### config.mk
export PLATFORM = sky130hd
export DESIGN_NAME = xfer_fifo
export DESIGN_NICKNAME = d
export VERILOG_FILES = /design/src/rtl/xfer_fifo_pkg.sv /design/src/rtl/xfer_fifo_ram.sv /design/src/rtl/xfer_fifo_dreq.sv /design/src/rtl/xfer_fifo.sv
export SDC_FILE = /design/constraint.sdc
export NUM_CORES = 1
export LEC_CHECK = 0
export CORE_UTILIZATION = 55
export CTS_BUF_LIST = sky130_fd_sc_hd__clkbuf_8
export DETAILED_ROUTE_END_ITERATION = 16
export PLACE_DENSITY = 0.89
export SKIP_CTS_REPAIR_TIMING = 1
export SLEW_MARGIN = 20
export SYNTH_ARGS = -nofsm -noshare
export SYNTH_HDL_FRONTEND = slang
export SYNTH_SLANG_ARGS = --single-unit
### constraint.sdc
create_clock -name clk -period 3.9 [get_ports clk]
set_input_delay 0.39 -clock clk [delete_from_list [all_inputs] [get_ports clk]]
set_output_delay 0.39 -clock clk [all_outputs]
set_load 0.01 [all_outputs]
### src/rtl/xfer_fifo_pkg.sv
package xfer_fifo_pkg;
    typedef enum logic [1:0] {
        PH_CMD  = 2'b00,
        PH_EXEC = 2'b01,
        PH_RES  = 2'b10,
        PH_IDLE = 2'b11
    } phase_e;
endpackage

### src/rtl/xfer_fifo_ram.sv
module xfer_fifo_ram #(
    parameter int DEPTH = 16,
    parameter int DW    = 8,
    localparam int PW   = $clog2(DEPTH)
) (
    input  logic          clk,
    input  logic          we,
    input  logic [PW-1:0] waddr,
    input  logic [DW-1:0] wdata,
    input  logic [PW-1:0] raddr,
    output logic [DW-1:0] rdata
);
    logic [DW-1:0] mem_q [DEPTH];

    for (genvar i = 0; i < DEPTH; i++) begin : g_ent
        always_ff @(posedge clk) begin
            if (we && waddr == PW'(i)) mem_q[i] <= wdata;
        end
    end

    assign rdata = mem_q[raddr];
endmodule

### src/rtl/xfer_fifo_dreq.sv
module xfer_fifo_dreq #(
    parameter int DEPTH = 16,
    localparam int CW   = $clog2(DEPTH + 1)
) (
    input  logic          clk,
    input  logic          rst_n,
    input  logic          in_exec,
    input  logic          burst,
    input  logic          to_host,
    input  logic [CW-1:0] cnt_d,
    input  logic [CW-1:0] thr,
    output logic          dma_req
);
    localparam logic [CW-1:0] DEPTH_C = CW'(DEPTH);

    logic req_d, req_q;
    logic [CW-1:0] space_d;

    always_comb begin
        space_d = DEPTH_C - cnt_d;
        req_d   = req_q;
        if (!in_exec) begin
            req_d = 1'b0;
        end else if (!burst) begin
            req_d = to_host ? (cnt_d != '0) : (cnt_d == '0);
        end else if (to_host) begin
            if (cnt_d >= thr)       req_d = 1'b1;
            else if (cnt_d == '0)   req_d = 1'b0;
        end else begin
            if (space_d >= thr)        req_d = 1'b1;
            else if (cnt_d == DEPTH_C) req_d = 1'b0;
        end
    end

    always_ff @(posedge clk or negedge rst_n) begin
        if (!rst_n) req_q <= 1'b0;
        else        req_q <= req_d;
    end

    assign dma_req = req_q;
endmodule

### src/rtl/xfer_fifo.sv
module xfer_fifo
    import xfer_fifo_pkg::*;
#(
    parameter int DEPTH = 16,
    parameter int DW    = 8,
    localparam int PW   = $clog2(DEPTH),
    localparam int CW   = $clog2(DEPTH + 1),
    localparam int TW   = $clog2(DEPTH)
) (
    input  logic          clk,
    input  logic          rst_n,
    input  logic          cfg_we,
    input  logic          cfg_fifo_en,
    input  logic [TW-1:0] cfg_thr_code,
    input  logic [1:0]    phase,
    input  logic          exec_to_host,
    input  logic          host_wr,
    input  logic [DW-1:0] host_wdata,
    input  logic          host_rd,
    output logic [DW-1:0] host_rdata,
    input  logic          dsk_push,
    input  logic [DW-1:0] dsk_wdata,
    input  logic          dsk_pop,
    output logic [DW-1:0] dsk_rdata,
    output logic          rqm,
    output logic          dma_req,
    output logic          q_empty,
    output logic          q_full,
    output logic          xfer_err
);
    localparam logic [CW-1:0] DEPTH_C = CW'(DEPTH);

    typedef struct packed {
        logic          en;
        logic [TW-1:0] thr_code;
        logic [PW-1:0] wp;
        logic [PW-1:0] rp;
        logic [CW-1:0] cnt;
        logic          err;
        phase_e        ph_prev;
    } st_t;

    st_t st_d, st_q;

    phase_e        ph;
    logic          burst, wdir, rdir, full, empty, flush;
    logic          do_push, do_pop;
    logic [CW-1:0] cap, thr;
    logic [DW-1:0] wdata, head;

    function automatic logic [PW-1:0] inc_ptr(input logic [PW-1:0] p);
        return (p == PW'(DEPTH - 1)) ? '0 : p + 1'b1;
    endfunction

    always_comb begin
        ph    = phase_e'(phase);
        burst = st_q.en && (ph == PH_EXEC);
        cap   = burst ? DEPTH_C : CW'(1);
        thr   = CW'(st_q.thr_code) + CW'(1);
        wdir  = (ph == PH_CMD) || ((ph == PH_EXEC) && !exec_to_host);
        rdir  = (ph == PH_RES) || ((ph == PH_EXEC) && exec_to_host);
        full  = st_q.cnt >= cap;
        empty = st_q.cnt == '0;
        flush = (st_q.ph_prev == PH_EXEC) && (ph != PH_EXEC);

        do_push = !flush && !full  && ((wdir && host_wr) || (rdir && dsk_push));
        do_pop  = !flush && !empty && ((rdir && host_rd) || (wdir && dsk_pop));
        wdata   = wdir ? host_wdata : dsk_wdata;

        st_d         = st_q;
        st_d.ph_prev = ph;
        st_d.err     = st_q.err | (wdir && host_wr && full) | (rdir && host_rd && empty);
        if (cfg_we) begin
            st_d.en       = cfg_fifo_en;
            st_d.thr_code = cfg_thr_code;
        end
        if (flush) begin
            st_d.wp  = '0;
            st_d.rp  = '0;
            st_d.cnt = '0;
        end else begin
            if (do_push) st_d.wp = inc_ptr(st_q.wp);
            if (do_pop)  st_d.rp = inc_ptr(st_q.rp);
            st_d.cnt = st_q.cnt + CW'(do_push) - CW'(do_pop);
        end
    end

    always_ff @(posedge clk or negedge rst_n) begin
        if (!rst_n) begin
            st_q <= '{en: 1'b0, thr_code: '0, wp: '0, rp: '0, cnt: '0,
                      err: 1'b0, ph_prev: PH_IDLE};
        end else begin
            st_q <= st_d;
        end
    end

    xfer_fifo_ram #(.DEPTH(DEPTH), .DW(DW)) ram_i (
        .clk   (clk),
        .we    (do_push),
        .waddr (st_q.wp),
        .wdata (wdata),
        .raddr (st_q.rp),
        .rdata (head)
    );

    xfer_fifo_dreq #(.DEPTH(DEPTH)) dreq_i (
        .clk     (clk),
        .rst_n   (rst_n),
        .in_exec (ph == PH_EXEC),
        .burst   (burst),
        .to_host (exec_to_host),
        .cnt_d   (st_d.cnt),
        .thr     (thr),
        .dma_req (dma_req)
    );

    assign host_rdata = head;
    assign dsk_rdata  = head;
    assign q_empty    = empty;
    assign q_full     = full;
    assign xfer_err   = st_q.err;
    assign rqm        = wdir ? !full : (rdir ? !empty : 1'b0);
endmodule

# Yosys cells after proc, flatten, opt, wreduce, memory -nomap -nowiden

Memory sizes are Yosys's and may differ from the RTL's.
Cells that the tools add are included.

RAM bits: 128
Bits of input ports: 31
Register bits after elaboration: 22
Memories kept: 1
Logic and storage cells: 198

Memory list:

| name        | depth | width | rd ports | clocked after memory_dff | write ports | RTL line            | text |
|---|---|---|---|---|---|---|---|
| ram_i.mem_q | 16    | 8     | 1        | 0                        | 1           | xfer_fifo_ram.sv:13 | `logic [DW-1:0] mem_q [DEPTH];` |

Add/subtract/negate cells: 6
Muxes and demuxes: 94
Bitwise operators: 2
Magnitude comparators: 3
Equality and inequality tests: 23
Reductions and logical operators: 61

Operators with widths:

| kind                | number |
|---|---|
| $mux 8              | 16 |
| $reduce_or 8->1     | 15 |
| $mux 4              | 19 |
| $mux 1              | 57 |
| $eq 4x4->1 const B  | 9 |
| $logic_and 1x1->1   | 30 |
| $eq 4x3->1 const B  | 4 |
| $ge 5x5->1          | 3 |
| $mux 13             | 1 |
| $logic_not 5->1     | 2 |
| $ne 5x5->1 const B  | 2 |
| $add 4x1->4 const B | 2 |
| $eq 4x2->1 const B  | 2 |
| $add 4x1->5 const B | 1 |
| $add 5x1->5         | 1 |
| $eq 5x5->1 const B  | 1 |
| $mux 5              | 1 |
| $reduce_bool 5->1   | 1 |
| $sub 5x1->5         | 1 |
| $sub 5x5->5 const A | 1 |
| $eq 2x1->1 const B  | 2 |
| $eq 4x1->1 const B  | 1 |
| $logic_not 1->1     | 4 |
| $logic_not 4->1     | 1 |
| other kinds (7)     | 12 |

# Logic depth before layout (Yosys ltp)

Word-level depth: 26
Depth in mapped cells: 23
Mapped depth without buffers: 22

# Modules after synthesis

Synthesis repeated with hierarchy kept, for this count alone.

Cell total of the unflattened synthesis: 425
Area total of the unflattened synthesis: 6925.4 sq um

Modules (own cells, without submodules):

| module         | sequential area each (sq um) | times used | area an instance (sq um) | cells an instance |
|---|---|---|---|---|
| xfer_fifo_ram  | 3843.7                       | 1          | 4987.3                   | 221 |
| xfer_fifo      | 528.0                        | 1          | 1584.0                   | 159 |
| xfer_fifo_dreq | 25.0                         | 1          | 354.1                    | 45 |

# Worst setup path before layout

OpenSTA, ideal clock, no wires.

Path type: input-to-reg
From: in phase[1]
To: reg dreq_i.req_q, in the netlist dreq_i.dma_req
Setup slack: -327 ps
Cell stages on the path: 22
Data arrival time: 4099 ps
Buffers on the path: 1
Cell sequence: buf_4 > nor2b_4 > nand2_1 > ha_1 > nand3b_1 > a41oi_1 > nor4_4 > inv_1 > ha_1 > inv_1 > ha_1 > fa_1 > nand2_1 > ha_1 > nand2_1 > nor2_1 > ha_1 > inv_1 > ha_1 > a211oi_1 > a21o_1 > a31oi_1

Cells in the longest elaborated chain, start to end: 16
Elaborated cells between the ends (all ways): 42
Those cells by class: 3 x add/sub; 3 x order compare; 6 x eq/ne; 8 x mux; 22 x reduce/logical

Ends and longest elaborated chain:

| item                            | RTL line             | text |
|---|---|---|
| start: declaration              | xfer_fifo.sv:15      | `input logic [1:0] phase,` |
| $eq 2x1->1                      | -                    |  |
| $logic_and 1x1->1               | xfer_fifo.sv:57      | `burst = st_q.en && (ph == PH_EXEC);` |
| $mux 5                          | xfer_fifo.sv:58      | `cap = burst ? DEPTH_C : CW'(1);` |
| $ge 5x5->1                      | xfer_fifo.sv:62      | `full = st_q.cnt >= cap;` |
| $logic_not 1->1                 | xfer_fifo.sv:66      | `do_push = !flush && !full && ((wdir && host_wr) \|\| (rdir && dsk_push));` |
| $logic_and 1x1->1 (2 in series) | xfer_fifo.sv:66      |  |
| $add 5x1->5                     | xfer_fifo.sv:84      | `st_d.cnt = st_q.cnt + CW'(do_push) - CW'(do_pop);` |
| $sub 5x1->5                     | xfer_fifo.sv:84      |  |
| $mux 13                         | xfer_fifo.sv:77      | `if (flush) begin` |
| $sub 5x5->5                     | xfer_fifo_dreq.sv:20 | `space_d = DEPTH_C - cnt_d;` |
| $ge 5x5->1                      | xfer_fifo_dreq.sv:30 | `if (space_d >= thr) req_d = 1'b1;` |
| $mux 1                          | xfer_fifo_dreq.sv:30 |  |
| $mux 1                          | xfer_fifo_dreq.sv:26 | `end else if (to_host) begin` |
| $mux 1                          | xfer_fifo_dreq.sv:24 | `end else if (!burst) begin` |
| $mux 1                          | xfer_fifo_dreq.sv:22 | `if (!in_exec) begin` |
| end signal: assignment          | xfer_fifo_dreq.sv:37 | `else req_q <= req_d;` |
| end: declaration                | xfer_fifo_dreq.sv:16 | `logic req_d, req_q;` |

Parallel ways exist; a longest one is shown, timed or not.
A chain may end at the register's enable or synchronous reset.

# Worst setup path in the final report

From: reg st_q[20] (netlist bit)
To: reg dreq_i.req_q, in the netlist dreq_i.dma_req

Cells in the longest elaborated chain, start to end: 15
Elaborated cells between the ends (all ways): 24
Those cells by class: 3 x add/sub; 3 x order compare; 3 x eq/ne; 8 x mux; 7 x reduce/logical

Ends and longest elaborated chain:

| item                            | RTL line             | text |
|---|---|---|
| start: declaration              | xfer_fifo.sv:43      | `st_t st_d, st_q;` |
| start signal: assignment        | xfer_fifo.sv:90      | `st_q <= '{en: 1'b0, thr_code: '0, wp: '0, rp: '0, cnt: '0,` |
| start signal: assignment        | xfer_fifo.sv:93      | `st_q <= st_d;` |
| $logic_and 1x1->1 *             | xfer_fifo.sv:57      |  |
| $mux 5                          | xfer_fifo.sv:58      |  |
| $ge 5x5->1                      | xfer_fifo.sv:62      |  |
| $logic_not 1->1                 | xfer_fifo.sv:66      |  |
| $logic_and 1x1->1 (2 in series) | xfer_fifo.sv:66      |  |
| $add 5x1->5                     | xfer_fifo.sv:84      |  |
| $sub 5x1->5                     | xfer_fifo.sv:84      |  |
| $mux 13                         | xfer_fifo.sv:77      |  |
| $sub 5x5->5                     | xfer_fifo_dreq.sv:20 |  |
| $ge 5x5->1                      | xfer_fifo_dreq.sv:30 |  |
| $mux 1                          | xfer_fifo_dreq.sv:30 |  |
| $mux 1                          | xfer_fifo_dreq.sv:26 |  |
| $mux 1                          | xfer_fifo_dreq.sv:24 |  |
| $mux 1                          | xfer_fifo_dreq.sv:22 |  |

Every way passes the cells marked *; elsewhere a longest branch is shown, timed or not.

==> metrics <==
max cap viols=0; Overall Global Routing Usage=24.40%; nets=601; drt first pass iters=5; Setup CP Type=register to register; Pleak=approximately 2.9 nW; uppermost routed layer=met4; Syn-to-layout area delta=18.10%; FF-to-FF setup slack=-0.05 ns; FMAX=253.1 MHz; Mean Syn Cell Area=14.76 um2; failing checks=setup timing; H-tree depth=4; Worst Hold End=st_q[0]; Slew Limit Fails=0; Synth cell types=50; EDFF count, synth=about 130; DRT antenna net count=0; P per Cell Area=just under 700 mW/mm2; status=finished with violations; skew final=between 0.006 and 0.007 ns; Die H=114.1 um; IO buf count=about 50; Worst setup EP type=register; Clk pin slew, worst setup/hold paths=approximately 0.08 ns; clk_lat worst skew=0.44 ns; Synth Instances=468; Final setup viols=1; commonest non-fill, non-tap cell in the layout=edfxtp_1; Hold Slack=0.2562 ns; vias in the first global route=4292; RR Startpoint=st_q[20]; Routed WL=15140 um; met1 WL=5676 um; gpl congestion=0.8546; Seq/Total Area, Yosys=63.66%; met2 WL=7732 um; Num Clock Sinks=150; Synth Warn #=0; initial antenna violation count=0; Critical Path Start Type=register; unrepaired setup endpoints after global routing=yes; worst setup margin=-0.05063 ns; share of layout cells above drive strength 1=21.88%; vias per cell=6.035; total gr overflow=0; Synth Cell Area=0.006907 mm2; slew margin rel.=47.07%; NetSw=1.907 mW; critical path's top delay family=adder cells; via count=4351; first-pass GRT wire length=between 20000 and 25000 um; Placement Rows=40; Post-synth ARST share=14.67%; Die Width=114.1 um; clk buf depth=2; worst reg2reg path depth=20; Flop pwr share=between 30% and 40%; WP buf/inv=3; dominant synthesized flop cell=edfxtp_1; required time of the critical path=approximately 4.3 ns; Routed WL per cell=20.99 um; Final Hold Viols=0; CTS Root Cell=clkbuf_8; switching share of power=around a third; initial DRC count=404; wire length on met3=approximately 1300 um; Crit path largest cell delay=0.55 ns; HPWL Detailed=slightly above 10000 um; Max IR drop VDD=around 0.33 mV; syn nets=528; critical-path cell list=nand2_1 -> ha_1 -> nand3b_1 -> a41oi_2 -> nor4_4 -> inv_1 -> ha_1 -> inv_1 -> ha_4 -> fa_2 -> nand2_2 -> ha_4 -> nand2_1 -> nor2_1 -> ha_1 -> inv_2 -> ha_4 -> nand3_1 -> a21o_1 -> a31oi_1; Initial Util=57.02%; Final Non-Filler Cells=721; TritonCTS Buffers=17; period utilization=101.3%; Worst Tran Pin Value=between 0.7 and 0.8 ns; Placed Cells incl. Taps=686; Tmin final=3.951 ns; CTS tree=done; combinational share of power=43.1%; FF+latch count, synth=150; ant diodes=0; Pint=3.628 mW; most frequent cells in the layout=edfxtp_1, clkdlybuf4s50_1, nand2_1, buf_4, mux2i_1; hold_sp=phase[0]; worst r2r dst=dreq_i.dma_req; Arr. time, crit path=4.31 ns; largest net degree at the start of global routing=29; type of the worst min-delay path=input port to register; Die Footprint=0.01301 mm2; power share of the clock group=about a fifth; Ports=52; CP max-delay cell=fa_2; Core Area=0.01211 mm2; CP max FO=4; drt drc=0; Hold Path Stages=2
sequential cells by signal, indices dropped and copies added (netlist names):
signal          flops
ram_i.mem_q       128
dreq_i.dma_req      1
st_q               20
xfer_err            1
logic make-up (layout without fill, tap and decap cells):
logic type               Yosys count  in the layout  share of synthesized area, %
multiplexers                      64             64                         12.55
AO/OA/AOI/OAI                     75             75                         7.047
adder cells (fa/ha/maj)           29             29                         5.362
flip-flops                       150            150                         63.66
XOR/XNOR                           9              9                         1.141
AND/OR/NAND/NOR                   92             92                         6.721
buffers and inverters             49            134                         3.515
per-layer routing:
layer	GRT usage, %	vias to the layer above
met3	4.235	43
met4	10.74	0
met5	0	-
li1	-	1907
met2	41.49	263
met1	30.93	2138
Yosys cell counts (11+ instances only):
| cell type | instances | area (um2) |
|---|---|---|
| a21oi_1 | 17 | 85.08 |
| buf_4 | 11 | 82.58 |
| dfrtp_1 | 20 | 500.5 |
| edfxtp_1 | 128 | 3844 |
| ha_1 | 28 | 350.3 |
| inv_1 | 21 | 78.83 |
| mux2_2 | 21 | 236.5 |
| mux2i_1 | 27 | 270.3 |
| mux4_2 | 16 | 360.4 |
| nand2_1 | 31 | 116.4 |
| nor2_1 | 24 | 90.09 |
| o21ai_0 | 24 | 120.1 |
worst max path at each step:
stage / from / cells after the start / end
after floorplan: phase[0] / 22 / dreq_i.dma_req
after global placement: phase[0] / 22 / dreq_i.dma_req
after detailed placement: phase[0] / 22 / dreq_i.dma_req
after CTS: phase[0] / 22 / dreq_i.dma_req
after global routing: st_q[20] / 22 / dreq_i.dma_req
final: st_q[20] / 20 / dreq_i.dma_req
power groups by stage:
stage / registers [mW] / logic, mW / clock network (mW)
detailed placement: 2.00 / 2.29 / 0
global placement: 2.00 / 2.19 / 0
global route: 1.99 / 2.62 / 1.23
floorplan: 1.92 / 1.60 / 0
CTS: 1.97 / 2.31 / 1.17
finish: 1.98 / 2.39 / 1.17
stage by stage:
step           utilization (%)  total power, mW   TNS, ns  instance area [um2]  setup slack [ns]
6_report                 67.35            5.535  -0.05063                 8157          -0.05063
3_5_place_dp             63.68            4.291   -0.4364                 7712           -0.4364
5_1_grt                  67.35            5.842   -0.2438                 8157           -0.2438
3_3_place_gp             63.68            4.190   -0.3377                 7712           -0.3377
4_1_cts                  66.87            5.455         0                 8099          0.009011
2_1_floorplan                -            3.522  -0.07428                 6955          -0.07428
final cells by class:
class	instances	area, um2
Clock inverter	14	152.6
Timing Repair Buffer	82	745.7
Inverter	21	78.83
Tap cell	168	210.2
Sequential cell	150	4399
Fill cell	806	3955
Clock buffer	17	234.0
Multi-Input combinational cell	269	2336
Power figures use the tool's default switching activity.
